$ cat src/rtl/sysctl_pkg.sv
package sysctl_pkg;
  localparam int unsigned CTL_W      = 32;
  localparam int unsigned CTL_IDX_W  = 5;
  localparam int unsigned CTL_DEPTH  = 1 << CTL_IDX_W;
  localparam int unsigned IRQ_N      = 6;
  localparam int unsigned IRQ_LO     = 10;
  localparam int unsigned CODE_W     = 5;
  localparam int unsigned CODE_LO    = 2;

  localparam logic [CTL_IDX_W-1:0] IDX_COMPARE = 5'd11;
  localparam logic [CTL_IDX_W-1:0] IDX_STATUS  = 5'd12;
  localparam logic [CTL_IDX_W-1:0] IDX_CAUSE   = 5'd13;
  localparam logic [CTL_IDX_W-1:0] IDX_EPC     = 5'd14;
  localparam logic [CTL_IDX_W-1:0] IDX_CONFIG  = 5'd16;

  localparam logic [CODE_W-1:0] CODE_COP_UNUSABLE = 5'd11;

  typedef enum logic [1:0] {
    ACT_IDLE,
    ACT_WRITE,
    ACT_RETURN,
    ACT_TRAP
  } ctl_act_e;
endpackage

$ cat src/rtl/sysctl_entry.sv
module sysctl_entry
  import sysctl_pkg::*;
(
  input  logic             clk,
  input  logic             rst_n,
  input  logic             en,
  input  logic [CTL_W-1:0] nxt,
  output logic [CTL_W-1:0] q
);
  always_ff @(posedge clk or negedge rst_n) begin
    if (!rst_n) begin
      q <= '0;
    end else if (en) begin
      q <= nxt;
    end
  end
endmodule

$ cat src/rtl/sysctl_wr_shaper.sv
module sysctl_wr_shaper
  import sysctl_pkg::*;
#(
  parameter logic [CTL_W-1:0] STATUS_WMASK = 32'h0000_FF3F,
  parameter logic [CTL_W-1:0] STATUS_FORCE = 32'h3000_0010,
  parameter logic [CTL_W-1:0] CAUSE_WMASK  = 32'h0000_0300,
  parameter logic [CTL_W-1:0] CONFIG_WMASK = 32'h0000_0007
) (
  input  logic [CTL_IDX_W-1:0] idx,
  input  logic [CTL_W-1:0]     raw,
  output logic [CTL_W-1:0]     shaped
);
  always_comb begin
    unique case (idx)
      IDX_STATUS: shaped = (raw & STATUS_WMASK) | STATUS_FORCE;
      IDX_CAUSE:  shaped = raw & CAUSE_WMASK;
      IDX_CONFIG: shaped = raw & CONFIG_WMASK;
      default:    shaped = raw;
    endcase
  end
endmodule

$ cat src/rtl/sysctl_side_fx.sv
module sysctl_side_fx
  import sysctl_pkg::*;
(
  input  ctl_act_e             act,
  input  logic [CTL_IDX_W-1:0] wr_idx,
  input  logic [CTL_W-1:0]     shaped,
  input  logic [CODE_W-1:0]    trap_code,
  input  logic [IRQ_N-1:0]     irq_in,
  input  logic [CTL_W-1:0]     status_q,
  input  logic [CTL_W-1:0]     cause_q,
  output logic [CTL_W-1:0]     status_nxt,
  output logic [CTL_W-1:0]     cause_nxt
);
  localparam int unsigned IP_TOP = IRQ_LO + IRQ_N - 1;

  logic wr_status;
  logic wr_cause;
  logic wr_compare;

  assign wr_status  = (act == ACT_WRITE) && (wr_idx == IDX_STATUS);
  assign wr_cause   = (act == ACT_WRITE) && (wr_idx == IDX_CAUSE);
  assign wr_compare = (act == ACT_WRITE) && (wr_idx == IDX_COMPARE);

  // status stack: push on trap, pop on return
  always_comb begin
    status_nxt = status_q;
    if (act == ACT_TRAP) begin
      status_nxt = {status_q[CTL_W-1:6], status_q[3:0], 2'b00};
    end else if (act == ACT_RETURN) begin
      status_nxt = {status_q[CTL_W-1:4], status_q[5:2]};
    end else if (wr_status) begin
      status_nxt = shaped;
    end
  end

  // cause: write, trap code, interrupt set, compare clear (in that order)
  always_comb begin
    cause_nxt = cause_q;
    if (wr_cause) begin
      cause_nxt = shaped;
    end
    if (act == ACT_TRAP) begin
      cause_nxt[CODE_LO +: CODE_W] = trap_code;
    end
    cause_nxt[IRQ_LO +: IRQ_N] = cause_nxt[IRQ_LO +: IRQ_N] | irq_in;
    if (wr_compare) begin
      cause_nxt[IP_TOP] = 1'b0;
    end
  end
endmodule

$ cat src/rtl/sysctl_regfile.sv
module sysctl_regfile
  import sysctl_pkg::*;
#(
  parameter logic [31:0] STATUS_WMASK = 32'h0000_FF3F,
  parameter logic [31:0] STATUS_FORCE = 32'h3000_0010,
  parameter logic [31:0] CAUSE_WMASK  = 32'h0000_0300,
  parameter logic [31:0] CONFIG_WMASK = 32'h0000_0007
) (
  input  logic        clk,
  input  logic        rst_n,
  input  logic [4:0]  rd_idx,
  output logic [31:0] rd_data,
  input  logic        wr_en,
  input  logic [4:0]  wr_idx,
  input  logic [31:0] wr_data,
  input  logic        rfe,
  input  logic        exc_valid,
  input  logic [4:0]  exc_code,
  input  logic [31:0] exc_pc,
  input  logic        cp2_op,
  input  logic [5:0]  irq_in,
  output logic        cu_fault
);
  ctl_act_e         act;
  logic [CODE_W-1:0] trap_code;
  logic [CTL_W-1:0] shaped;
  logic [CTL_W-1:0] status_q;
  logic [CTL_W-1:0] cause_q;
  logic [CTL_W-1:0] status_nxt;
  logic [CTL_W-1:0] cause_nxt;
  logic [CTL_W-1:0] bank [CTL_DEPTH];
  logic             is_trap;
  logic             is_write;

  assign is_trap   = exc_valid | cp2_op;
  assign trap_code = exc_valid ? exc_code : CODE_COP_UNUSABLE;
  assign cu_fault  = cp2_op;

  always_comb begin
    if (is_trap)    act = ACT_TRAP;
    else if (rfe)   act = ACT_RETURN;
    else if (wr_en) act = ACT_WRITE;
    else            act = ACT_IDLE;
  end

  assign is_write = (act == ACT_WRITE);

  sysctl_wr_shaper #(
    .STATUS_WMASK (STATUS_WMASK),
    .STATUS_FORCE (STATUS_FORCE),
    .CAUSE_WMASK  (CAUSE_WMASK),
    .CONFIG_WMASK (CONFIG_WMASK)
  ) u_shaper (
    .idx    (wr_idx),
    .raw    (wr_data),
    .shaped (shaped)
  );

  sysctl_side_fx u_fx (
    .act        (act),
    .wr_idx     (wr_idx),
    .shaped     (shaped),
    .trap_code  (trap_code),
    .irq_in     (irq_in),
    .status_q   (status_q),
    .cause_q    (cause_q),
    .status_nxt (status_nxt),
    .cause_nxt  (cause_nxt)
  );

  for (genvar i = 0; i < CTL_DEPTH; i++) begin : g_entry
    logic             en;
    logic [CTL_W-1:0] nxt;
    logic [CTL_W-1:0] q;
    logic             hit;

    assign hit = is_write && (wr_idx == CTL_IDX_W'(i));

    if (CTL_IDX_W'(i) == IDX_STATUS) begin : g_status
      assign en  = (act == ACT_TRAP) || (act == ACT_RETURN) || hit;
      assign nxt = status_nxt;
    end else if (CTL_IDX_W'(i) == IDX_CAUSE) begin : g_cause
      assign en  = (act == ACT_TRAP) || hit || (|irq_in) ||
                   (is_write && (wr_idx == IDX_COMPARE));
      assign nxt = cause_nxt;
    end else if (CTL_IDX_W'(i) == IDX_EPC) begin : g_epc
      assign en  = (act == ACT_TRAP) || hit;
      assign nxt = (act == ACT_TRAP) ? exc_pc : shaped;
    end else begin : g_plain
      assign en  = hit;
      assign nxt = shaped;
    end

    sysctl_entry u_entry (
      .clk   (clk),
      .rst_n (rst_n),
      .en    (en),
      .nxt   (nxt),
      .q     (q)
    );

    assign bank[i] = q;
  end

  assign status_q = bank[IDX_STATUS];
  assign cause_q  = bank[IDX_CAUSE];
  assign rd_data  = bank[rd_idx];
endmodule

$ cat config.mk
export PLATFORM = sky130hd
export DESIGN_NAME = sysctl_regfile
export DESIGN_NICKNAME = d
export VERILOG_FILES = /design/src/rtl/sysctl_pkg.sv /design/src/rtl/sysctl_entry.sv /design/src/rtl/sysctl_wr_shaper.sv /design/src/rtl/sysctl_side_fx.sv /design/src/rtl/sysctl_regfile.sv
export SDC_FILE = /design/constraint.sdc
export NUM_CORES = 2
export LEC_CHECK = 0
export ABC_CLOCK_PERIOD_IN_PS = 2000
export BUFFER_PORTS_ARGS = -buffer_cell sky130_fd_sc_hd__buf_2
export CORE_MARGIN = 2
export CORE_UTILIZATION = 30
export CTS_CLUSTER_SIZE = 14
export DETAILED_ROUTE_END_ITERATION = 16
export RECOVER_POWER = 100
export SYNTH_ARGS = -nofsm -noshare
export SYNTH_HDL_FRONTEND = slang
export SYNTH_HIERARCHICAL = 1
export SYNTH_SLANG_ARGS = --single-unit
$ cat constraint.sdc
create_clock -name clk -period 2 [get_ports clk]
set_input_delay 0.2 -clock clk [delete_from_list [all_inputs] [get_ports clk]]
set_output_delay 0.2 -clock clk [all_outputs]
set_load 0.005 [all_outputs]
==> out/qor.txt <==
Status: finished, violations left
Failing checks: setup timing
Synthesized area per cell: 14.9 µm²
Mapped Area: 54,000 µm²
Final Non-Filler Cells: 6,518
Relative slew slack: 35.7%
Top post-synthesis cells by area: dfrtp_1 47%, mux2_4 27%, mux2i_1 9.5%
Drt total wl: 152,000 µm
Final-report hold violation count: 0
Fin crit share: 121%
Reg with most FFs: g_entry.u_entry/q
Power Total: 0.0498 W
Drt wl/cell: 23.3 µm
Slew Limit Fails: 0
Clock Tree Buf Depth: 3
Library cells used by synthesis: 51
Yosys warning count: 6
Top flop regs: g_entry.u_entry/q: 1024 flops
Drt pass-1 iters: 5
Most area-hungry cell type in the Yosys netlist: dfrtp_1
Leakage: 30.6 nW
Cell with the most instances after synthesis: dfrtp_1
Met3 wire length: 5360 µm
Synth Flop Type: dfrtp_1
Post-synthesis cell count: 3,612
Starting density of the core: 30.2%
Nets@finish: 4,161
Tightest Pin Transition: 0.963 ns
Crit Path Max Fanout: 2
Root Buffer Master: clkbuf_16
Max layer used: met5
Critical Path Start Type: register
Largest net degree at the start of global routing: 68
Final min period: 2.42 ns
CTS Buf Count: 110
GRT Total Usage: 16.4%
Global-route wire length before repair: 232,000 µm
Pwr dens: 794 nW/µm²
Post-synth ARST share: 100%
CTS tree: built
Yosys top cell area share: 47.5%
Placeable Area: 179,000 µm²
DIE AREA: 183,000 µm²
Mapped Nets: 3,703
Final instance area: 62,700 µm²
Max Clk Rate: 0.412 GHz
Hpwl dp: 103,000 µm
Seq cells post-synth: 1,024
Clock slew at reported path FFs: 0.06 ns
Latest clock arrival within the worst-skew pair: 0.75 ns
Port buffer count: 123
H-tree depth: 3
Via Count: 32,100
Post-route worst setup slack: -0.425 ns
Hold Crit Class: in -> reg
Placed Cells: 6,248
Final clock skew: 0.0211 ns
Detail Route Antenna Nets: 0
Critical path class: reg -> out
Worst EP required: 1.80 ns
M1 WL: 68,400 µm
Area growth syn-to-layout: 16.2%
Vert. Die Dim: 428 µm
First DRT Iteration DRCs: 2,198
Detailed-route DRC error count: 0
Layout cell share with drive strength beyond 1: 38.9%
IO Count: 124
CTS sink cnt: 1,024
EDFF count, synth: 0
RSZ-0062 raised after global routing: yes
Final hold slack: 0.0951 ns
Worst VDD drop: 0.000812 V
CP endpoint kind: primary output
Initial antenna violation count: 10
Total gr overflow: 0
Synth cell count leaders: 1,024 x dfrtp_1, 980 x mux2_4, 512 x mux2i_1
Max FFs per register: 1,024
Sequential cell area fraction in the yosys report: 47.5%
Vias in the first global route: 34,500
Setup TNS: -24.94 ns
Final Wtd Congestion: 0.811
Row Count: 155
Die X: 428 µm
Max Cap Violations: 0
CP Data Arrival Time: 2.22 ns
Count of final setup violators: 235
Placed inst area: 60,200 µm²
Vias per cell: 4.92
Met2 wire len: 72,500 µm
## through the flow
| step | utilization (%) | worst slack [ns] |
|---|---|---|
| after CTS | 36.4 | -0.465 |
| after floorplan | - | -0.208 |
| after detailed placement | 33.7 | -0.428 |
| after global routing | 35.1 | -0.478 |
| final | 35.1 | -0.425 |
| after global placement | 33.7 | -0.442 |
## power breakdown
part	internal [W]	total (W)	switching [W]
registers	0.0218	0.0225	0.000668
clock network	0.0124	0.0213	0.00895
logic	0.00299	0.00601	0.00302
total	0.0372	0.0498	0.0126
## layout make-up
type / instances / area [µm²]
multi-input cells: 2307 / 24700
flip-flops and latches: 1024 / 25600
fillers: 17400 / 116000
repair buffers: 623 / 5640
inverters: 4 / 15.0
well taps: 2355 / 2950
diodes: 1 / 2.50
clock inverters: 46 / 556
clock buffers: 158 / 3220
## critical path, stage by stage (launching register included)
cell	delay [ns]
dfrtp_1	0.39
mux2i_1	0.14
a22o_1	0.18
nor3_1	0.08
a31oi_1	0.31
nand3_1	0.21
buf_2	0.20
## layout by cell type (no fill, tap or decap), types with 5 or more instances in the layout
cell type,synthesis,routed
a211o_1,5,5
a21oi_1,97,92
a21oi_2,0,5
a22o_1,64,63
a22oi_1,96,96
a31oi_1,32,13
a31oi_2,0,5
a31oi_4,0,14
and3_1,5,5
buf_12,96,94
buf_2,41,112
buf_4,34,247
buf_6,38,24
bufinv_16,0,9
clkbuf_1,55,44
clkbuf_16,0,112
clkbuf_2,0,34
clkbuf_4,0,37
clkbuf_8,0,24
clkinv_2,0,23
clkinvlp_4,0,5
dfrtp_1,1024,1023
dlygate4sd3_1,0,51
mux2_1,0,344
mux2_2,123,123
mux2_4,980,636
mux2i_1,512,508
nand2_1,120,118
nand2b_1,9,7
nand3_1,109,81
nand3_2,0,19
nand3_4,0,9
nor2_1,31,22
nor2_2,0,5
nor2b_2,0,25
nor2b_4,0,6
nor3_1,41,26
nor3_2,1,14
o211ai_1,9,9
or2b_1,5,5
## cells by family (layout without fill, tap and decap cells)
| group | count (synthesis) | count (layout) | synth area share [%] |
|---|---|---|---|
| flops | 1024 | 1024 | 47.5 |
| other cells | 0 | 1 | 0 |
| buf+inv | 281 | 831 | 5.71 |
| xor+xnor | 1 | 1 | 0.0162 |
| compound gates | 312 | 312 | 4.01 |
| simple gates | 379 | 379 | 3.47 |
| mux | 1615 | 1615 | 39.3 |
## worst paths after layout
check,to,slack (ns),cells after the start,start
max in group asynchronous,g_entry[23].u_entry/q[2],-0.10,5,rst_n
worst min-delay path,g_entry[13].u_entry/q[15],0.1,6,wr_idx[4]
worst min register to register,g_entry[1].u_entry/q[30],0.48,1,g_entry[1].u_entry/q[30]
worst max-delay path,rd_data[10],-0.42,6,g_entry[6].u_entry/q[10]
min in group asynchronous,g_entry[16].u_entry/q[0],0.70,3,rst_n
worst max register to register,g_entry[13].u_entry/q[15],0.63,3,g_entry[13].u_entry/q[15]
## timing repair
action	in CTS	in global routing
setup endpoints to repair	32	32
gates resized for setup	104	17
buffers inserted	14	18
endpoints found under the hold margin	704	0
hold buffers	51	0
pin swaps	47	38
## routing by layer
metal / GRT usage, % / vias to the layer above
li1: - / 14100
met1: 22.4 / 17100
met2: 26.8 / 644
met3: 2.15 / 269
met4: 5.64 / 2
met5: 0 / -
Note: power is estimated with default switching activity, not from simulation.
